## src/rtl/flash_seq_pkg.sv

```systemverilog
package flash_seq_pkg;

    typedef enum logic [3:0] {
        ST_IDLE,
        ST_SIG,
        ST_ERASE,
        ST_FETCH,
        ST_SETUP,
        ST_PULSE,
        ST_WAIT,
        ST_VERIFY,
        ST_DONE,
        ST_FAIL
    } seq_state_t;

    localparam logic [2:0] MODE_IDLE = 3'd0;
    localparam logic [2:0] MODE_RD   = 3'd1;
    localparam logic [2:0] MODE_WR   = 3'd2;
    localparam logic [2:0] MODE_ER   = 3'd3;

    localparam logic [7:0] MFR_CODE  = 8'h1E;
    localparam logic [7:0] SIG_LOC   = 8'h30;

endpackage

```

## src/rtl/flash_seq_cnt.sv

```systemverilog
module flash_seq_cnt #(
    parameter int CNT_W = 8
) (
    input  logic             clk,
    input  logic             rst_n,
    input  logic             clr,
    output logic [CNT_W-1:0] count
);

    always_ff @(posedge clk or negedge rst_n) begin
        if (!rst_n) begin
            count <= '0;
        end else if (clr) begin
            count <= '0;
        end else if (count != '1) begin
            count <= count + 1'b1;
        end
    end

endmodule

```

## src/rtl/flash_seq_cmpl.sv

```systemverilog
module flash_seq_cmpl #(
    parameter bit POLL = 1'b0
) (
    input  logic clk,
    input  logic rst_n,
    input  logic arm,
    input  logic sense,
    output logic complete
);

    generate
        if (POLL) begin : g_poll
            // sense = polled bit matches; one registered sample filters the first read
            logic hit_q;
            always_ff @(posedge clk or negedge rst_n) begin
                if (!rst_n) hit_q <= 1'b0;
                else        hit_q <= arm & sense;
            end
            assign complete = arm & hit_q;
        end else begin : g_rdybsy
            // sense = busy_n; need a low phase before a high one
            logic seen_low_q;
            always_ff @(posedge clk or negedge rst_n) begin
                if (!rst_n) seen_low_q <= 1'b0;
                else        seen_low_q <= arm & (seen_low_q | ~sense);
            end
            assign complete = arm & seen_low_q & sense;
        end
    endgenerate

endmodule

```

## src/rtl/flash_prog_seq.sv

```systemverilog
module flash_prog_seq
    import flash_seq_pkg::*;
#(
    parameter int ADDR_W      = 12,
    parameter int DATA_W      = 8,
    parameter int ERASE_CYC   = 16,
    parameter int SETUP_CYC   = 2,
    parameter int PULSE_CYC   = 2,
    parameter int RD_CYC      = 2,
    parameter int TIMEOUT_CYC = 40,
    parameter bit COMP_POLL   = 1'b0,
    parameter bit CHECK_SIG   = 1'b1
) (
    input  logic              clk,
    input  logic              rst_n,
    input  logic              start,
    input  logic              img_valid,
    output logic              img_ready,
    input  logic [ADDR_W-1:0] img_addr,
    input  logic [DATA_W-1:0] img_data,
    input  logic              img_last,
    output logic [ADDR_W-1:0] pg_addr,
    output logic [DATA_W-1:0] pg_wdata,
    input  logic [DATA_W-1:0] pg_rdata,
    output logic [2:0]        pg_mode,
    output logic              pg_hv,
    output logic              pg_strobe_n,
    output logic [1:0]        pg_sel_n,
    input  logic              pg_busy_n,
    output logic              done,
    output logic              error
);

    localparam int MAX_A   = (ERASE_CYC > TIMEOUT_CYC) ? ERASE_CYC : TIMEOUT_CYC;
    localparam int MAX_B   = (SETUP_CYC > PULSE_CYC) ? SETUP_CYC : PULSE_CYC;
    localparam int MAX_C   = (MAX_B > RD_CYC) ? MAX_B : RD_CYC;
    localparam int CNT_MAX = (MAX_A > MAX_C) ? MAX_A : MAX_C;
    localparam int CNT_W   = $clog2(CNT_MAX + 1) + 1;
    localparam int MSB     = DATA_W - 1;

    localparam logic [CNT_W-1:0] ER_LAST = CNT_W'(ERASE_CYC - 1);
    localparam logic [CNT_W-1:0] SU_LAST = CNT_W'(SETUP_CYC - 1);
    localparam logic [CNT_W-1:0] PU_LAST = CNT_W'(PULSE_CYC - 1);
    localparam logic [CNT_W-1:0] RD_LAST = CNT_W'(RD_CYC - 1);
    localparam logic [CNT_W-1:0] TO_LAST = CNT_W'(TIMEOUT_CYC - 1);

    seq_state_t        state_q, state_nx;
    logic [ADDR_W-1:0] addr_q;
    logic [DATA_W-1:0] data_q;
    logic              last_q;
    logic [CNT_W-1:0]  cnt;
    logic              cnt_clr;
    logic              sense;
    logic              complete;
    logic              take;

    assign take    = img_valid & img_ready;
    assign cnt_clr = (state_nx != state_q);
    assign sense   = COMP_POLL ? (pg_rdata[MSB] == data_q[MSB]) : pg_busy_n;

    flash_seq_cnt #(.CNT_W(CNT_W)) u_cnt (
        .clk   (clk),
        .rst_n (rst_n),
        .clr   (cnt_clr),
        .count (cnt)
    );

    flash_seq_cmpl #(.POLL(COMP_POLL)) u_cmpl (
        .clk      (clk),
        .rst_n    (rst_n),
        .arm      (state_q == ST_WAIT),
        .sense    (sense),
        .complete (complete)
    );

    // State register and captured image entry
    always_ff @(posedge clk or negedge rst_n) begin
        if (!rst_n) begin
            state_q <= ST_IDLE;
            addr_q  <= '0;
            data_q  <= '0;
            last_q  <= 1'b0;
        end else begin
            state_q <= state_nx;
            if (take) begin
                addr_q <= img_addr;
                data_q <= img_data;
                last_q <= img_last;
            end
        end
    end

    // Transitions
    always_comb begin
        state_nx = state_q;
        unique case (state_q)
            ST_IDLE, ST_FAIL: begin
                if (start) state_nx = CHECK_SIG ? ST_SIG : ST_ERASE;
            end
            ST_SIG: begin
                if (cnt == RD_LAST)
                    state_nx = (pg_rdata == DATA_W'(MFR_CODE)) ? ST_ERASE : ST_FAIL;
            end
            ST_ERASE: begin
                if (cnt == ER_LAST) state_nx = ST_FETCH;
            end
            ST_FETCH: begin
                if (take) state_nx = ST_SETUP;
            end
            ST_SETUP: begin
                if (cnt == SU_LAST) state_nx = ST_PULSE;
            end
            ST_PULSE: begin
                if (cnt == PU_LAST) state_nx = ST_WAIT;
            end
            ST_WAIT: begin
                if (complete)           state_nx = ST_VERIFY;
                else if (cnt == TO_LAST) state_nx = ST_FAIL;
            end
            ST_VERIFY: begin
                if (cnt == RD_LAST) begin
                    if (pg_rdata != data_q) state_nx = ST_FAIL;
                    else if (last_q)        state_nx = ST_DONE;
                    else                    state_nx = ST_FETCH;
                end
            end
            ST_DONE: state_nx = ST_IDLE;
            default: state_nx = ST_IDLE;
        endcase
    end

    // Outputs
    always_comb begin
        pg_addr     = addr_q;
        pg_wdata    = data_q;
        pg_mode     = MODE_IDLE;
        pg_hv       = 1'b0;
        pg_strobe_n = 1'b1;
        pg_sel_n    = 2'b11;
        img_ready   = 1'b0;
        done        = 1'b0;
        error       = 1'b0;
        unique case (state_q)
            ST_SIG: begin
                pg_addr  = ADDR_W'(SIG_LOC);
                pg_mode  = MODE_RD;
                pg_sel_n = 2'b00;
            end
            ST_ERASE: begin
                pg_mode     = MODE_ER;
                pg_hv       = 1'b1;
                pg_strobe_n = 1'b0;
            end
            ST_FETCH:  img_ready = 1'b1;
            ST_SETUP: begin
                pg_mode = MODE_WR;
                pg_hv   = 1'b1;
            end
            ST_PULSE: begin
                pg_mode     = MODE_WR;
                pg_hv       = 1'b1;
                pg_strobe_n = 1'b0;
            end
            ST_WAIT:   pg_mode = COMP_POLL ? MODE_RD : MODE_IDLE;
            ST_VERIFY: pg_mode = MODE_RD;
            ST_DONE:   done  = 1'b1;
            ST_FAIL:   error = 1'b1;
            default: ;
        endcase
    end

endmodule

```

## config.mk

```make
export PLATFORM = sky130hd
export DESIGN_NAME = flash_prog_seq
export DESIGN_NICKNAME = d
export VERILOG_FILES = /design/src/rtl/flash_seq_pkg.sv /design/src/rtl/flash_seq_cnt.sv /design/src/rtl/flash_seq_cmpl.sv /design/src/rtl/flash_prog_seq.sv
export SDC_FILE = /design/constraint.sdc
export NUM_CORES = 1
export LEC_CHECK = 0
export BUFFER_PORTS_ARGS = -buffer_cell sky130_fd_sc_hd__buf_2
export CAP_MARGIN = 15
export CELL_PAD_IN_SITES_DETAIL_PLACEMENT = 1
export CELL_PAD_IN_SITES_GLOBAL_PLACEMENT = 2
export CORE_MARGIN = 4
export CORE_UTILIZATION = 33
export DETAILED_ROUTE_END_ITERATION = 8
export PLACE_DENSITY = 0.95
export SLEW_MARGIN = 25
export SYNTH_ARGS = -nofsm -noshare
export SYNTH_HDL_FRONTEND = slang
export SYNTH_SLANG_ARGS = --single-unit
export TNS_END_PERCENT = 50
```

## constraint.sdc

```tcl
create_clock -name clk -period 3.8 [get_ports clk]
set_input_delay 0.76 -clock clk [delete_from_list [all_inputs] [get_ports clk]]
set_output_delay 0.76 -clock clk [all_outputs]
set_load 0.05 [all_outputs]
```

==> results of run 1 <==
## cell type report
type,count,share of cell area
multi-input cells,153,0.457
clock buffers,5,0.0277
inverters,6,0.00908
clock inverters,3,0.00706
repair buffers,63,0.128
flip-flops and latches,33,0.333
well taps,75,0.0378
## critical path, delay by kind of cell (launching register included)
family	cells	cell delay [ns]
AND/OR/NAND/NOR	3	0.71
flip-flops	1	0.66
buffers and inverters	1	0.25
## where the power goes
part	internal (W)	leakage (nW)	switching (W)	total, W
clock	0.000126	0.0439	0.000141	0.000267
sequential	0.000397	0.450	0.0000748	0.000472
combinational	0.000230	0.711	0.000519	0.000749
## logic make-up (layout without fill, tap and decap cells)
logic type,Yosys count,in the layout,synth area share
buffers and inverters,17,77,0.0411
other,1,1,0.00184
AOI/OAI and AO/OA,38,38,0.144
DFF,33,33,0.405
xor gates and xnor gates,12,12,0.0516
muxes,20,20,0.111
adders and majority gates,2,2,0.0123
and+or+nand+nor,80,80,0.233
## metrics by stage
| step | util | hold slack [ns] | cell area, sq um | power [W] | setup slack [ns] |
|---|---|---|---|---|---|
| final | 0.417 | 0.503 | 2480 | 0.00149 | 1.12 |
| after global routing | 0.417 | 0.523 | 2480 | 0.00158 | 0.951 |
| after CTS | 0.416 | 0.510 | 2480 | 0.00150 | 1.10 |
| after detailed placement | 0.401 | 0.491 | 2390 | 0.00122 | 1.01 |
| after global placement | 0.401 | 0.481 | 2390 | 0.00121 | 1.08 |
| after floorplan | - | 0.464 | 2040 | 0.00106 | 1.26 |
## worst max path at each step
stage                            endpoint  slack [ns]  depth (start not counted)
3_5_place_dp   u_cnt.count[4]$_DFFE_PN0P_        1.01                          7
5_1_grt                       pg_strobe_n        0.95                          5
6_report                       pg_addr[5]        1.12                          4
2_1_floorplan                        done        1.26                          3
3_3_place_gp   u_cnt.count[4]$_DFFE_PN0P_        1.08                          7
4_1_cts                       pg_strobe_n        1.10                          5
## cells in the mapped netlist (2+ instances only)
cell      instances
dfrtp_1          33
mux2_2           20
a21oi_1          11
nand2_1          11
nor2_1           11
and2_1           10
xor2_1           10
nand3_1           9
nor3_1            8
o21ai_0           8
inv_1             6
nand2b_1          6
a31oi_1           5
buf_2             4
clkbuf_1          4
nor4_1            4
nand4_1           3
a211oi_1          2
a41oi_4           2
buf_4             2
ha_1              2
nand4b_1          2
o211ai_1          2
o22ai_1           2
or2b_1            2
or3_1             2
or3_4             2
xnor2_1           2
## sequential cells by signal (all words and copies together) (netlist names)
name / flops
state_q: 4
addr_q: 12
last_q: 1
u_cnt.count: 7
u_cmpl.g_rdybsy.seen_low_q: 1
pg_wdata: 8
## routing by layer
metal	vias up	global-route usage
met5	-	0
met3	5	0.0380
met2	49	0.261
li1	845	-
met4	0	0.0567
met1	908	0.206
==> flow_metrics.env, run 1 <==
export IMPL_grt_pass1_vias=1862
export IMPL_layout_nets=298
export IMPL_clk_latency_ns=0.29
export IMPL_grt_max_degree=34
export IMPL_yosys_top_cells_area="dfrtp_1, mux2_2, xor2_1"
export IMPL_die_w_microns=86.6
export IMPL_met3_length_microns=287
export IMPL_drive_gt1_frac=0.388
export IMPL_overflow=0
export IMPL_highest_layer="met4"
export IMPL_peakVddDrop_v=0.000252
export IMPL_row_count=28
export IMPL_synth_main_ff_cell="dfrtp_1"
export IMPL_fin_tns_setup_ns=0
export IMPL_hpwl_microns=4260
export IMPL_avgRoutedWirePerCell_microns=17.0
export IMPL_ys_ff_latch=33
export IMPL_ioPinCount=64
export IMPL_synth_top_cell_area_share=0.405
export IMPL_cts_post_setup_buffers_inserted=0
export IMPL_avgSynthCellArea_sq_um=10.0
export IMPL_slowest_stage="dfrtp_1"
export IMPL_first_pass_iters=5
export IMPL_regArea_sq_um=826
export IMPL_synth_nets=239
export IMPL_cp_cell_sequence="nand2b_4 -> or3_4 -> or2b_1 -> buf_2"
export IMPL_numPortBuffers=62
export IMPL_cp_startpoint="state_q[0]$_DFF_PN0_"
export IMPL_power_leakage_nw=1.21
export IMPL_vias_per_cell=5.35
export IMPL_dieArea_sq_um=7490
export IMPL_r2r_slack_ns=1.40
export IMPL_yosysTopAreaCell="dfrtp_1"
export IMPL_nFillCells=719
export IMPL_min_from="addr_q[0]$_DFFE_PN0P_"
export IMPL_area_growth_pct=21.8
export IMPL_finalHoldViolCount=0
export IMPL_drc=0
export IMPL_min_path_type="register to register"
export IMPL_vias=1807
export IMPL_wl_met1_microns=2440
export IMPL_grtUsageTotal=0.160
export IMPL_setup_violations=0
export IMPL_ys_seq_area_frac=0.405
export IMPL_hold_buffers=0
export IMPL_netlist_area_sq_um=2040
export IMPL_endpoint_kind="output port"
export IMPL_rsz0062_at_grt="no"
export IMPL_antenna_found_initial=0
export IMPL_htreeDepth=2
export IMPL_post_route_period_util=0.706
export IMPL_layout_commonest_cell="buf_2"
export IMPL_layout_common_cells="buf_2, dfrtp_1, mux2_2"
export IMPL_cpPeakStageDelay_ns=0.66
export IMPL_synth_warnings=0
export IMPL_fin_cells=338
export IMPL_place_inst=330
export IMPL_synth_cells=203
export IMPL_rr_startpoint="pg_wdata[5]$_DFFE_PN0P_"
export IMPL_wl_met2_microns=2950
export IMPL_gp_congestion=0.826
export IMPL_dieHeight_microns=86.6
export IMPL_drtAntennaViolNets=0
export IMPL_cts_tree="yes"
export IMPL_min_to="addr_q[0]$_DFFE_PN0P_"
export IMPL_clock_root_buffer="clkbuf_8"
export IMPL_critPathKind="register to output port"
export IMPL_worstPathMaxFanout=16
export IMPL_min_period_ns=2.68
export IMPL_drt_iter0_drc=123
export IMPL_fin_worst_skew_ns=0.0116
export IMPL_grt_pass1_wl_microns=9430
export IMPL_pwr_density_cell_nw_per_um2=600
export IMPL_slew_headroom=0.485
export IMPL_status="finished clean"
export IMPL_clk_pin_slew_ns=0.08
export IMPL_cts_resized=0
export IMPL_crit_path_start_kind="register"
export IMPL_clkSinkCount=33
export IMPL_cts_buffers=5
export IMPL_drt_total_wl_microns=5750
export IMPL_worstPathRequired_ns=3.04
export IMPL_r2r_end="u_cnt.count[4]$_DFFE_PN0P_"
export IMPL_fmaxAchievable_ghz=0.373
export IMPL_ys_async_sr_fraction=1.00
export IMPL_slew_violations=0
export IMPL_initial_core_util=0.342
export IMPL_worstMarginPinSlew_ns=0.772
export IMPL_synth_edf_count=0
export IMPL_reg2reg_depth=6
export IMPL_antenna_cells=0
export IMPL_synth_cell_types=46
export IMPL_multi_input_area_sq_um=1130
export IMPL_core_sq_um=5960
export IMPL_drv_cap=0
export IMPL_critPathArrivalTime_ns=1.92
export IMPL_ctsLongestPathBuffers=2
export IMPL_worstHoldPathCells=1
(Power assumes the default switching activity.)
==> run 2: changes to the inputs <==
Settings changed: ABC_AREA set to 1, CORE_UTILIZATION 33 to 24, PLACE_DENSITY 0.95 to 0.84.
Clock period 3.8 ns to 2.4 ns, I/O delays scaled along.
==> flow_metrics.env, run 2 <==
export IMPL_vias=1949
export IMPL_worstPathRequired_ns=1.92
export IMPL_rsz0062_at_grt="no"
export IMPL_first_pass_iters=4
export IMPL_critPathKind="register to output port"
export IMPL_clk_pin_slew_ns=0.07
export IMPL_cp_cell_sequence="nor2_2 -> inv_2 -> nor2_4 -> buf_4 -> nor2_1 -> buf_2"
export IMPL_worst_slack_ns=0.196
export IMPL_power_w=0.00259
export IMPL_synth_cells=287
export IMPL_dieHeight_microns=100
export IMPL_yosys_top_cells_area="dfrtp_1, nand2_1, inv_1"
export IMPL_regArea_sq_um=826
export IMPL_synth_warnings=0
export IMPL_drtAntennaViolNets=0
export IMPL_synth_edf_count=0
export IMPL_synth_nets=323
export IMPL_layout_nets=389
export IMPL_post_route_period_util=0.918
export IMPL_crit_path_start_kind="register"
export IMPL_worstMarginPinSlew_ns=0.784
export IMPL_hold_buffers=0
export IMPL_overflow=0
export IMPL_row_count=33
export IMPL_grt_pass1_vias=2050
export IMPL_avgSynthCellArea_sq_um=7.09
export IMPL_netlist_area_sq_um=2040
export IMPL_critPathArrivalTime_ns=1.72
export IMPL_design_area_sq_um=2600
export IMPL_grt_max_degree=34
export IMPL_endpoint_kind="output port"
export IMPL_drive_gt1_frac=0.316
export IMPL_p_sw_w=0.00124
export IMPL_fin_tns_setup_ns=0
export IMPL_switching_share=0.480
export IMPL_synth_cell_types=31
export IMPL_initial_core_util=0.248
export IMPL_ioPinCount=64
export IMPL_peakVddDrop_v=0.000444
export IMPL_cts_buffers=5
export IMPL_htreeDepth=2
export IMPL_die_w_microns=100
export IMPL_synth_top_cell_area_share=0.406
export IMPL_area_growth_pct=27.9
export IMPL_slew_headroom=0.477
export IMPL_seqPwrFrac=0.256
export IMPL_core_sq_um=8220
export IMPL_hpwl_microns=4560
export IMPL_drt_total_wl_microns=5740
export IMPL_finalHoldViolCount=0
export IMPL_clock_root_buffer="clkbuf_8"
export IMPL_slew_violations=0
export IMPL_gp_congestion=0.830
export IMPL_drc=0
export IMPL_dieArea_sq_um=10000
export IMPL_placedInstanceArea_sq_um=2440
export IMPL_p_int_w=0.00135
export IMPL_setup_violations=0
export IMPL_largest_register_ffs=12
export IMPL_clk_latency_ns=0.29
export IMPL_vias_per_cell=4.25
export IMPL_layout_common_cells="nand2_1, buf_2, inv_1"
export IMPL_min_period_ns=2.20
export IMPL_slowest_stage="dfrtp_1"
export IMPL_nFillCells=1051
export IMPL_numPortBuffers=62
export IMPL_avgRoutedWirePerCell_microns=12.5
export IMPL_fmaxAchievable_ghz=0.454
export IMPL_p_clk_frac=0.249
export IMPL_fin_worst_skew_ns=0.00414
export IMPL_clkSinkCount=33
export IMPL_ys_ff_latch=33
export IMPL_place_ws_ns=0.329
export IMPL_status="finished clean"
export IMPL_synth_main_ff_cell="dfrtp_1"
export IMPL_post_route_util=0.317
export IMPL_top_register="addr_q"
export IMPL_multi_input_area_sq_um=996
export IMPL_cts_tree="yes"
export IMPL_layout_commonest_cell="nand2_1"
export IMPL_antenna_found_initial=0
export IMPL_pwr_density_cell_nw_per_um2=996
export IMPL_ys_async_sr_fraction=1.00
export IMPL_pwr_share_comb=0.495
export IMPL_ctsLongestPathBuffers=2
export IMPL_synth_commonest_cells="nand2_1, inv_1, dfrtp_1, nor2_1, o21ai_0"
export IMPL_worstPathMaxFanout=10
export IMPL_yosysTopAreaCell="dfrtp_1"
export IMPL_drt_iter0_drc=92
export IMPL_antenna_cells=0
export IMPL_cpPeakStageDelay_ns=0.46
export IMPL_drv_cap=0
export IMPL_power_leakage_nw=1.44
export IMPL_ys_seq_area_frac=0.406
export IMPL_synth_most_common_cell="nand2_1"
export IMPL_grtUsageTotal=0.121
export IMPL_grt_pass1_wl_microns=9800
export IMPL_min_path_type="input pin to asynchronous set/reset pin"
## run 2: cell types whose count changed after synthesis, sizes merged, moves of 8 or more
cell / previous run / this run
and2: 10 / 0
nand2: 12 / 98
a21oi: 11 / 2
o21ai: 8 / 18
inv: 6 / 44
mux2: 20 / 0
xor2: 10 / 2
nor2: 11 / 47
## run 2: cell families (layout without fill, tap and decap cells)
family,after synthesis,count (layout),share of synthesized area
simple gates,169,169,0.387
buf+inv,53,120,0.105
flops,33,33,0.406
compound gates,21,21,0.0541
xor+xnor,8,8,0.0344
fa+ha+maj,2,2,0.0123
other cells,1,1,0.00184
## run 2: area by class of cell
type,count,share of cell area
multi-input cells,201,0.383
inverters,46,0.0663
well taps,105,0.0505
clock inverters,3,0.0264
clock buffers,5,0.0264
repair buffers,66,0.131
flip-flops and latches,33,0.317
## run 2: critical path, delay by kind of cell, from the launching register on
| family | cells | cell delay [ns] |
|---|---|---|
| buffers and inverters | 3 | 0.51 |
| DFF | 1 | 0.46 |
| and+or+nand+nor | 3 | 0.46 |
## run 2: metal layers
layer | up-vias | global-route usage | share of wire
met1 | 902 | 0.159 | 0.46
met2 | 44 | 0.203 | 0.48
met4 | 0 | 0.0342 | 0.015
met5 | - | 0 | 0
li1 | 994 | - | -
met3 | 9 | 0.0250 | 0.043
## run 2: metrics by stage
| step | cells | hold WS, ns |
|---|---|---|
| floorplan | 287 | 0.184 |
| global placement | 448 | 0.455 |
| detailed placement | 448 | 0.463 |
| CTS | 456 | 0.294 |
| global route | 459 | 0.323 |
| finish | 459 | 0.271 |
## run 2: path summary, 6_finish.rpt
| kind | startpoint | endpoint | slack [ns] | depth (start not counted) |
|---|---|---|---|---|
| worst max-delay path | state_q[3]$_DFF_PN0_ | pg_addr[8] | 0.20 | 6 |
| worst min-delay path | rst_n | u_cnt.count[5]$_DFFE_PN0P_ | 0.27 | 1 |
| worst max register to register | u_cnt.count[0]$_DFFE_PN0P_ | u_cnt.count[5]$_DFFE_PN0P_ | 0.44 | 12 |
| worst min register to register | addr_q[5]$_DFFE_PN0P_ | addr_q[5]$_DFFE_PN0P_ | 0.48 | 2 |
| max in group asynchronous | rst_n | last_q$_DFFE_PN0P_ | 1.63 | 1 |
| min in group clk | pg_busy_n | u_cmpl.g_rdybsy.seen_low_q$_DFF_PN0_ | 0.38 | 2 |
## run 2: power groups by stage
stage / Clock [W] / Sequential (W) / Combinational [W]
global route: 0.000686 / 0.000674 / 0.00139
global placement: 0 / 0.000672 / 0.00124
detailed placement: 0 / 0.000675 / 0.00125
finish: 0.000646 / 0.000664 / 0.00128
floorplan: 0 / 0.000676 / 0.000991
CTS: 0.000669 / 0.000665 / 0.00126
## run 2: what timing repair did
item,CTS,global route
endpoints found under the setup margin,0,3
resized for setup,0,0
buffers inserted,0,3
